--- src/rtl/dma_eng_pkg.sv ---
package dma_eng_pkg;

   localparam int REG_W       = 32;
   localparam int CONF_EN     = 0;
   localparam int CONF_HALT   = 18;
   localparam int CONF_SPER   = 1;
   localparam int CONF_DPER   = 6;
   localparam int CONF_FLOW   = 11;
   localparam int CTRL_SWID   = 18;
   localparam int CTRL_DWID   = 21;
   localparam int CTRL_SINC   = 26;
   localparam int CTRL_DINC   = 27;
   localparam int CTRL_TCIRQ  = 31;

   typedef enum logic [1:0] {
      ST_SCAN  = 2'd0,
      ST_READ  = 2'd1,
      ST_WRITE = 2'd2,
      ST_LINK  = 2'd3
   } eng_state_e;

   typedef enum logic [2:0] {
      FLD_SRC  = 3'd0,
      FLD_DST  = 3'd1,
      FLD_LINK = 3'd2,
      FLD_CTRL = 3'd3,
      FLD_CONF = 3'd4
   } fld_e;

   // byte offset of descriptor word fetched in step idx
   function automatic logic [3:0] link_offset(input logic [1:0] idx);
      case (idx)
         2'd0:    return 4'd0;
         2'd1:    return 4'd4;
         2'd2:    return 4'd12;
         default: return 4'd8;
      endcase
   endfunction

endpackage

--- src/rtl/dma_chan_regs.sv ---
module dma_chan_regs
   import dma_eng_pkg::*;
#(
   parameter int ADDR_W = 32
) (
   input  logic              clk,
   input  logic              rst_n,
   input  logic              cfg_we,
   input  logic [2:0]        cfg_fld,
   input  logic [REG_W-1:0]  cfg_wdata,
   input  logic              upd_src_we,
   input  logic [ADDR_W-1:0] upd_src,
   input  logic              upd_dst_we,
   input  logic [ADDR_W-1:0] upd_dst,
   input  logic              upd_link_we,
   input  logic [ADDR_W-1:0] upd_link,
   input  logic              upd_ctrl_we,
   input  logic [REG_W-1:0]  upd_ctrl,
   input  logic              upd_dis,
   output logic [ADDR_W-1:0] src_q,
   output logic [ADDR_W-1:0] dst_q,
   output logic [ADDR_W-1:0] link_q,
   output logic [REG_W-1:0]  ctrl_q,
   output logic [REG_W-1:0]  conf_q
);

   always_ff @(posedge clk or negedge rst_n) begin
      if (!rst_n) begin
         src_q  <= '0;
         dst_q  <= '0;
         link_q <= '0;
         ctrl_q <= '0;
         conf_q <= '0;
      end else begin
         if (upd_src_we)  src_q  <= upd_src;
         if (upd_dst_we)  dst_q  <= upd_dst;
         if (upd_link_we) link_q <= upd_link;
         if (upd_ctrl_we) ctrl_q <= upd_ctrl;
         if (upd_dis)     conf_q[CONF_EN] <= 1'b0;
         // register writes come last and so win over engine updates
         if (cfg_we) begin
            case (fld_e'(cfg_fld))
               FLD_SRC:  src_q  <= cfg_wdata[ADDR_W-1:0];
               FLD_DST:  dst_q  <= cfg_wdata[ADDR_W-1:0];
               FLD_LINK: link_q <= cfg_wdata[ADDR_W-1:0];
               FLD_CTRL: ctrl_q <= cfg_wdata;
               FLD_CONF: conf_q <= cfg_wdata;
               default:  ;
            endcase
         end
      end
   end

endmodule

--- src/rtl/dma_flow_gate.sv ---
module dma_flow_gate
   import dma_eng_pkg::*;
#(
   parameter int NPER  = 32,
   parameter int CNT_W = 12
) (
   input  logic [REG_W-1:0] conf,
   input  logic [REG_W-1:0] ctrl,
   input  logic [NPER-1:0]  req_any,
   output logic             elig
);

   logic [31:0] req_ext;
   logic [4:0]  sper, dper;
   logic [2:0]  flow, swid, dwid;
   logic        sreq, dreq, flow_ok, width_ok, armed, cnt_nz;
   logic        unused_bits;

   assign req_ext  = 32'(req_any);
   assign sper     = conf[CONF_SPER +: 5];
   assign dper     = conf[CONF_DPER +: 5];
   assign flow     = conf[CONF_FLOW +: 3];
   assign swid     = ctrl[CTRL_SWID +: 3];
   assign dwid     = ctrl[CTRL_DWID +: 3];
   assign sreq     = req_ext[sper];
   assign dreq     = req_ext[dper];
   assign armed    = conf[CONF_EN] & ~conf[CONF_HALT];
   assign cnt_nz   = |ctrl[CNT_W-1:0];
   assign width_ok = (swid == dwid) && (swid <= 3'd2);

   always_comb begin
      case (flow)
         3'd0:    flow_ok = 1'b1;
         3'd1:    flow_ok = dreq;
         3'd2:    flow_ok = sreq;
         3'd3:    flow_ok = sreq & dreq;
         default: flow_ok = 1'b0;
      endcase
   end

   assign elig = armed & cnt_nz & width_ok & flow_ok;

   assign unused_bits = ^{conf[REG_W-1:CONF_HALT+1], conf[CONF_HALT-1:CONF_FLOW+3],
                          ctrl[REG_W-1:CTRL_DWID+3], ctrl[CTRL_SWID-1:CNT_W]};

endmodule

--- src/rtl/dma_eng_seq.sv ---
module dma_eng_seq
   import dma_eng_pkg::*;
#(
   parameter int NCHAN  = 4,
   parameter int ADDR_W = 32,
   parameter int CNT_W  = 12,
   localparam int CH_W  = (NCHAN > 1) ? $clog2(NCHAN) : 1
) (
   input  logic                         clk,
   input  logic                         rst_n,
   input  logic                         glob_en,
   input  logic [NCHAN-1:0]             elig,
   input  logic [NCHAN-1:0][ADDR_W-1:0] src_all,
   input  logic [NCHAN-1:0][ADDR_W-1:0] dst_all,
   input  logic [NCHAN-1:0][ADDR_W-1:0] link_all,
   input  logic [NCHAN-1:0][REG_W-1:0]  ctrl_all,
   input  logic                         mem_done,
   input  logic [REG_W-1:0]             mem_rdata,
   output logic                         mem_req,
   output logic                         mem_we,
   output logic [ADDR_W-1:0]            mem_addr,
   output logic [1:0]                   mem_size,
   output logic [REG_W-1:0]             mem_wdata,
   output logic [CH_W-1:0]              cur,
   output logic                         upd_src_we,
   output logic [ADDR_W-1:0]            upd_src,
   output logic                         upd_dst_we,
   output logic [ADDR_W-1:0]            upd_dst,
   output logic                         upd_link_we,
   output logic [ADDR_W-1:0]            upd_link,
   output logic                         upd_ctrl_we,
   output logic [REG_W-1:0]             upd_ctrl,
   output logic                         upd_dis,
   output logic [NCHAN-1:0]             tc_set,
   output logic                         busy
);

   eng_state_e        state;
   logic [1:0]        lidx;
   logic [REG_W-1:0]  data_q;
   logic [ADDR_W-1:0] cur_src, cur_dst, cur_link, step;
   logic [REG_W-1:0]  cur_ctrl;
   logic [1:0]        wcode;
   logic [CNT_W-1:0]  cnt_nx;
   logic              last_elem, chain;

   assign cur_src   = src_all[cur];
   assign cur_dst   = dst_all[cur];
   assign cur_link  = link_all[cur];
   assign cur_ctrl  = ctrl_all[cur];
   assign wcode     = cur_ctrl[CTRL_SWID +: 2];
   assign step      = ADDR_W'(1) << wcode;
   assign cnt_nx    = cur_ctrl[CNT_W-1:0] - 1'b1;
   assign last_elem = (cnt_nx == '0);
   assign chain     = last_elem && (cur_link != '0);

   always_ff @(posedge clk or negedge rst_n) begin
      if (!rst_n) begin
         state  <= ST_SCAN;
         cur    <= '0;
         lidx   <= '0;
         data_q <= '0;
      end else begin
         case (state)
            ST_SCAN: begin
               if (!glob_en)       cur <= '0;
               else if (elig[cur]) state <= ST_READ;
               else                cur <= (cur == CH_W'(NCHAN - 1)) ? '0 : cur + 1'b1;
            end
            ST_READ: if (mem_done) begin
               data_q <= mem_rdata;
               state  <= ST_WRITE;
            end
            ST_WRITE: if (mem_done) begin
               lidx  <= '0;
               state <= chain ? ST_LINK : ST_SCAN;
            end
            default: if (mem_done) begin
               lidx <= lidx + 1'b1;
               if (lidx == 2'd3) state <= ST_SCAN;
            end
         endcase
      end
   end

   always_comb begin
      mem_req   = (state != ST_SCAN);
      mem_we    = (state == ST_WRITE);
      mem_wdata = data_q;
      mem_size  = (state == ST_LINK) ? 2'd2 : wcode;
      case (state)
         ST_WRITE: mem_addr = cur_dst;
         ST_LINK:  mem_addr = cur_link + ADDR_W'(link_offset(lidx));
         default:  mem_addr = cur_src;
      endcase

      upd_src_we  = 1'b0;
      upd_dst_we  = 1'b0;
      upd_link_we = 1'b0;
      upd_ctrl_we = 1'b0;
      upd_dis     = 1'b0;
      tc_set      = '0;
      upd_src     = cur_src + step;
      upd_dst     = cur_dst + step;
      upd_link    = mem_rdata[ADDR_W-1:0];
      upd_ctrl    = {cur_ctrl[REG_W-1:CNT_W], cnt_nx};

      if (mem_done && state == ST_WRITE) begin
         upd_src_we  = cur_ctrl[CTRL_SINC];
         upd_dst_we  = cur_ctrl[CTRL_DINC];
         upd_ctrl_we = 1'b1;
         upd_dis     = last_elem && (cur_link == '0);
         tc_set[cur] = last_elem && cur_ctrl[CTRL_TCIRQ];
      end else if (mem_done && state == ST_LINK) begin
         upd_src     = mem_rdata[ADDR_W-1:0];
         upd_dst     = mem_rdata[ADDR_W-1:0];
         upd_ctrl    = mem_rdata;
         upd_src_we  = (lidx == 2'd0);
         upd_dst_we  = (lidx == 2'd1);
         upd_ctrl_we = (lidx == 2'd2);
         upd_link_we = (lidx == 2'd3);
      end
   end

   assign busy = (state != ST_SCAN);

endmodule

--- src/rtl/dma_chan_engine.sv ---
module dma_chan_engine
   import dma_eng_pkg::*;
#(
   parameter int NCHAN  = 4,
   parameter int NPER   = 32,
   parameter int ADDR_W = 32,
   parameter int CNT_W  = 12
) (
   input  logic                              clk,
   input  logic                              rst_n,
   input  logic                              glob_en,
   input  logic                              cfg_we,
   input  logic [$clog2(NCHAN > 1 ? NCHAN : 2)-1:0] cfg_chan,
   input  logic [2:0]                        cfg_fld,
   input  logic [31:0]                       cfg_wdata,
   input  logic [NPER-1:0]                   req_single,
   input  logic [NPER-1:0]                   req_burst,
   input  logic [NCHAN-1:0]                  tc_clr,
   output logic                              mem_req,
   output logic                              mem_we,
   output logic [ADDR_W-1:0]                 mem_addr,
   output logic [1:0]                        mem_size,
   output logic [31:0]                       mem_wdata,
   input  logic [31:0]                       mem_rdata,
   input  logic                              mem_done,
   output logic                              busy,
   output logic [NCHAN-1:0]                  chan_en,
   output logic [NCHAN-1:0]                  tc_raw
);

   localparam int CH_W = (NCHAN > 1) ? $clog2(NCHAN) : 1;

   if (NCHAN < 1 || NCHAN > 32) begin : g_bad_nchan
      $error("NCHAN must be 1..32");
   end
   if (NPER < 1 || NPER > 32) begin : g_bad_nper
      $error("NPER must be 1..32");
   end
   if (ADDR_W < 8 || ADDR_W > REG_W) begin : g_bad_addr
      $error("ADDR_W must be 8..32");
   end
   if (CNT_W < 1 || CNT_W > CTRL_SWID) begin : g_bad_cnt
      $error("CNT_W must fit below the width fields");
   end

   logic [NCHAN-1:0][ADDR_W-1:0] src_all, dst_all, link_all;
   logic [NCHAN-1:0][REG_W-1:0]  ctrl_all, conf_all;
   logic [NCHAN-1:0]             elig, tc_set;
   logic [NPER-1:0]              req_any;
   logic [CH_W-1:0]              cur;
   logic                         s_we, d_we, l_we, c_we, dis;
   logic [ADDR_W-1:0]            s_val, d_val, l_val;
   logic [REG_W-1:0]             c_val;

   assign req_any = req_single | req_burst;

   for (genvar i = 0; i < NCHAN; i++) begin : g_chan
      logic sel;
      assign sel = (cur == CH_W'(i));

      dma_chan_regs #(.ADDR_W(ADDR_W)) u_regs (
         .clk, .rst_n,
         .cfg_we      (cfg_we && (cfg_chan == CH_W'(i))),
         .cfg_fld,
         .cfg_wdata,
         .upd_src_we  (s_we & sel),
         .upd_src     (s_val),
         .upd_dst_we  (d_we & sel),
         .upd_dst     (d_val),
         .upd_link_we (l_we & sel),
         .upd_link    (l_val),
         .upd_ctrl_we (c_we & sel),
         .upd_ctrl    (c_val),
         .upd_dis     (dis & sel),
         .src_q       (src_all[i]),
         .dst_q       (dst_all[i]),
         .link_q      (link_all[i]),
         .ctrl_q      (ctrl_all[i]),
         .conf_q      (conf_all[i])
      );

      dma_flow_gate #(.NPER(NPER), .CNT_W(CNT_W)) u_gate (
         .conf    (conf_all[i]),
         .ctrl    (ctrl_all[i]),
         .req_any (req_any),
         .elig    (elig[i])
      );

      assign chan_en[i] = conf_all[i][CONF_EN];
   end

   dma_eng_seq #(.NCHAN(NCHAN), .ADDR_W(ADDR_W), .CNT_W(CNT_W)) u_seq (
      .clk, .rst_n, .glob_en, .elig,
      .src_all, .dst_all, .link_all, .ctrl_all,
      .mem_done, .mem_rdata, .mem_req, .mem_we, .mem_addr, .mem_size, .mem_wdata,
      .cur,
      .upd_src_we (s_we), .upd_src (s_val),
      .upd_dst_we (d_we), .upd_dst (d_val),
      .upd_link_we(l_we), .upd_link(l_val),
      .upd_ctrl_we(c_we), .upd_ctrl(c_val),
      .upd_dis    (dis),
      .tc_set, .busy
   );

   always_ff @(posedge clk or negedge rst_n) begin
      if (!rst_n) tc_raw <= '0;
      else        tc_raw <= (tc_raw & ~tc_clr) | tc_set;
   end

endmodule

--- config.mk ---
export PLATFORM = sky130hd
export DESIGN_NAME = dma_chan_engine
export DESIGN_NICKNAME = d
export VERILOG_FILES = /design/src/rtl/dma_eng_pkg.sv /design/src/rtl/dma_chan_regs.sv /design/src/rtl/dma_flow_gate.sv /design/src/rtl/dma_eng_seq.sv /design/src/rtl/dma_chan_engine.sv
export SDC_FILE = /design/constraint.sdc
export NUM_CORES = 2
export LEC_CHECK = 0
export BUFFER_PORTS_ARGS = -buffer_cell sky130_fd_sc_hd__clkbuf_2
export CAP_MARGIN = 40
export CORE_ASPECT_RATIO = 1.2
export CORE_MARGIN = 4
export CORE_UTILIZATION = 30
export DETAILED_ROUTE_END_ITERATION = 10
export PLACE_DENSITY = 0.45
export SYNTH_ARGS = -nofsm -noshare
export SYNTH_HDL_FRONTEND = slang
export SYNTH_SLANG_ARGS = --single-unit
export TNS_END_PERCENT = 50
--- constraint.sdc ---
create_clock -name clk -period 12.9 [get_ports clk]
set_input_delay 2.58 -clock clk [delete_from_list [all_inputs] [get_ports clk]]
set_output_delay 2.58 -clock clk [all_outputs]
set_load 0.05 [all_outputs]
==> impl_results.md <==
* Outcome: completed
* Place WS at 5.52 ns
* Crit path kind: flop to output port
* Synth warn at 0
* HP Class: flop to flop
* Filler Cell Count at 12100
* LEAKAGE at 17.6 nW
* Vias at 31400
* GRT overflow at 0
* Clock sink count at 570
* Die Ht at 385 um
* Mapped Nets at 3917
* PortBufs at 218
* Final Max Tran Viols at 0
* Final Net Count at 3970
* Commonest non-fill, non-tap cell in the layout: dfrtp_1
* Layout cells sized above 1 at 18.8%
* Post-DP HPWL at 105000 um
* Slowest-stage cell, CP: dfrtp_4
* Mapped cell area at 35600 sq um
* DRC at 0
* Initial DRC Count at 2950
* Reg2reg end: g_chan[0].u_regs.src_q[30]
* Clock root buffer: clkbuf_16
* Highest-count cells in the layout ignoring fill and taps: 567 x dfrtp_1, 434 x nand2_1, 353 x o21ai_0, 349 x a21oi_1, 334 x nor2_1
* Placed Cells at 5274
* GRT Resource Usage Total at 24.8%
* DRT Pass-1 Iters at 6
* Fraction of registers with async set/reset at 100%
* R2R setup slack at 7.08 ns
* Wire per inst at 29.0 um
* EDFF count, synth at 0
* Final instance area at 40600 sq um
* Antenna-violating nets left at 0
* Worst slew margin at 37.5%
* Post-placement cell area at 38300 sq um
* Clock Skew at 0.0422 ns
* Peak supply drop at 0.303 mV
* Setup Viol. Count Final at 0
* Buffers & Inverters on Critical Path at 2
* Number of global-route vias before repair at 31000
* Fin cells at 5399
* Total die area at 124000 sq um
* Clock insertion delay at the later pin of the skew report at 0.68 ns
* Clock transition at path regs at 0.06 ns
* PwrDens at 231 nW/um^2
* Startpoint types: flop
* CTS Buffer Depth at 3
* Avg Synthesized Cell Area at 9.48 sq um
* Cell-by-cell trace of the critical path: buf_4, mux4_2, ha_1, a21o_1, nand4_1, or2_0, or3_1, or3_1, a311oi_1, a21o_1, clkbuf_2
* Tcrit/Tclk final at 63.1%
* Largest net degree at the start of global routing at 131
* Die width at 322 um
* Postcts setup bufs at 0
* Share of the synthesized area in the top cell type at 40.1%
* Final hold violations at 0
* Critical Path RT at 10.32 ns
* Main flop type after synthesis: dfrtp_1
* TritonCTS buffer count at 70
* Setup TNS at 0 ns
* PostCTS Resize Cnt at 0
* CORE AREA at 118000 sq um
* Critical Path AT at 5.56 ns
* Post-Route WL at 156000 um
* Initial antenna violation count at 7
* H-tree depth at 3
* Via density at 5.82
* Fmax achieved at 123 MHz
* Min-Delay Path Depth at 1
* Cts hold-fix bufs at 0
* Hold endpoint: u_seq.mem_wdata[2]
* Final Critical Period at 8.14 ns
* Number of max-cap violations at 0
* Mapped Cells at 3754
* Wire length of the first global-routing pass at 227000 um
* Actual slew at the worst max-slew pin at 0.934 ns
* Worst-path maximum fanout at 33
* Post-route setup slack at 4.76 ns
* Synth Register Bits at 570
* Syn-to-layout area delta at 14.2%
* R2R Path Start: u_seq.cur[0]
* Initial Utilization at 30.2%
* Routability cong. at 0.903
* CTS tree: built
* Seq/Total Area, Yosys at 40.1%
* Cell family with the largest share of critical-path delay: simple AND/OR/NAND/NOR gates
* Area leader, netlist: dfrtp_1
* Core Rows at 138
* Hold wc startpoint: u_seq.mem_wdata[2]
* Reg2reg path depth at 12
* Total I/O pin count at 219
* Crit path largest cell delay at 0.85 ns
* Post-synth cell types at 95
* Crit. End Element: output port
* Area contributors post-synth: dfrtp_1 40%, mux4_2 8.0%, mux2i_1 5.3%
* Unrepaired setup endpoints after global routing: false
flip-flops by register name, indices dropped and copies added (netlist names):
signal,count
g_chan.u_regs.conf_q,60
g_chan.u_regs.ctrl_q,84
g_chan.u_regs.dst_q,128
g_chan.u_regs.link_q,128
g_chan.u_regs.src_q,128
tc_raw,4
u_seq.cur,2
u_seq.lidx,2
u_seq.mem_wdata,32
u_seq.state,2
where the power goes:
part | switching [mW] | total (mW) | internal, mW
combinational | 2.87 | 4.45 | 1.58
clock | 0.879 | 2.09 | 1.21
sequential | 0.461 | 2.86 | 2.40
total | 4.21 | 9.40 | 5.19
how the worst max path moves through the flow:
stage	start	to	slack (ns)	cells after the start
floorplan	u_seq.cur[0]	mem_addr[14]	5.84	16
global placement	u_seq.cur[0]	mem_addr[29]	5.52	11
detailed placement	u_seq.cur[0]	mem_addr[29]	5.52	11
CTS	u_seq.cur[0]	mem_addr[29]	4.77	11
global route	u_seq.cur[0]	mem_addr[29]	4.63	11
finish	u_seq.cur[0]	mem_addr[29]	4.76	11
per-layer routing:
metal,part of all wire [%],GRT usage [%],vias up
met5,0.012,0,-
li1,-,-,13800
met1,41,32.3,15900
met4,5.1,11.8,4
met3,7.4,4.15,294
met2,46,40.2,1450
logic make-up after synthesis:
family / synth area share [%]
AND/OR/NAND/NOR: 16.4
AO/OA/AOI/OAI: 16.8
flip-flops: 40.1
multiplexers: 19.4
buffers and inverters: 4.59
XOR/XNOR: 1.99
adder cells (fa/ha/maj): 0.759
cell usage after synthesis, types with 14 or more instances:
cell type,count
xor2_1,28
mux4_2,127
a31oi_1,21
nor2_1,350
o21ai_0,353
mux2i_1,187
o31ai_1,16
inv_1,38
a21oi_1,349
mux4_1,34
mux2_2,106
nand2_1,434
o21a_1,30
dfrtp_1,570
a221o_1,52
and3_1,97
nor3_1,58
buf_1,40
or3_1,33
or2_2,14
ha_1,20
nor4_1,33
a211oi_1,37
and2_1,21
xnor2_1,53
o211ai_1,17
nand3_1,98
nand4_1,30
a21o_1,39
clkbuf_1,250
cell type report:
cell class / count / area, sq um / area share, %
clock inverters: 24 / 369 / 0.908
clock buffers: 99 / 2000 / 4.92
well taps: 1540 / 1930 / 4.74
flip-flops and latches: 570 / 14300 / 35.1
repair buffers: 311 / 2070 / 5.11
multi-input cells: 2811 / 19800 / 48.8
diodes: 1 / 2.50 / 0.00616
inverters: 43 / 161 / 0.397
metrics by stage:
step,hold WS (ns),power (mW),util [%]
final,0.503,9.40,34.5
after global routing,0.512,9.91,34.5
after CTS,0.502,9.42,34.4
after detailed placement,0.489,7.28,32.4
after global placement,0.481,7.25,32.1
after floorplan,0.471,5.89,-
No activity file was read; power rests on OpenSTA's default activity.
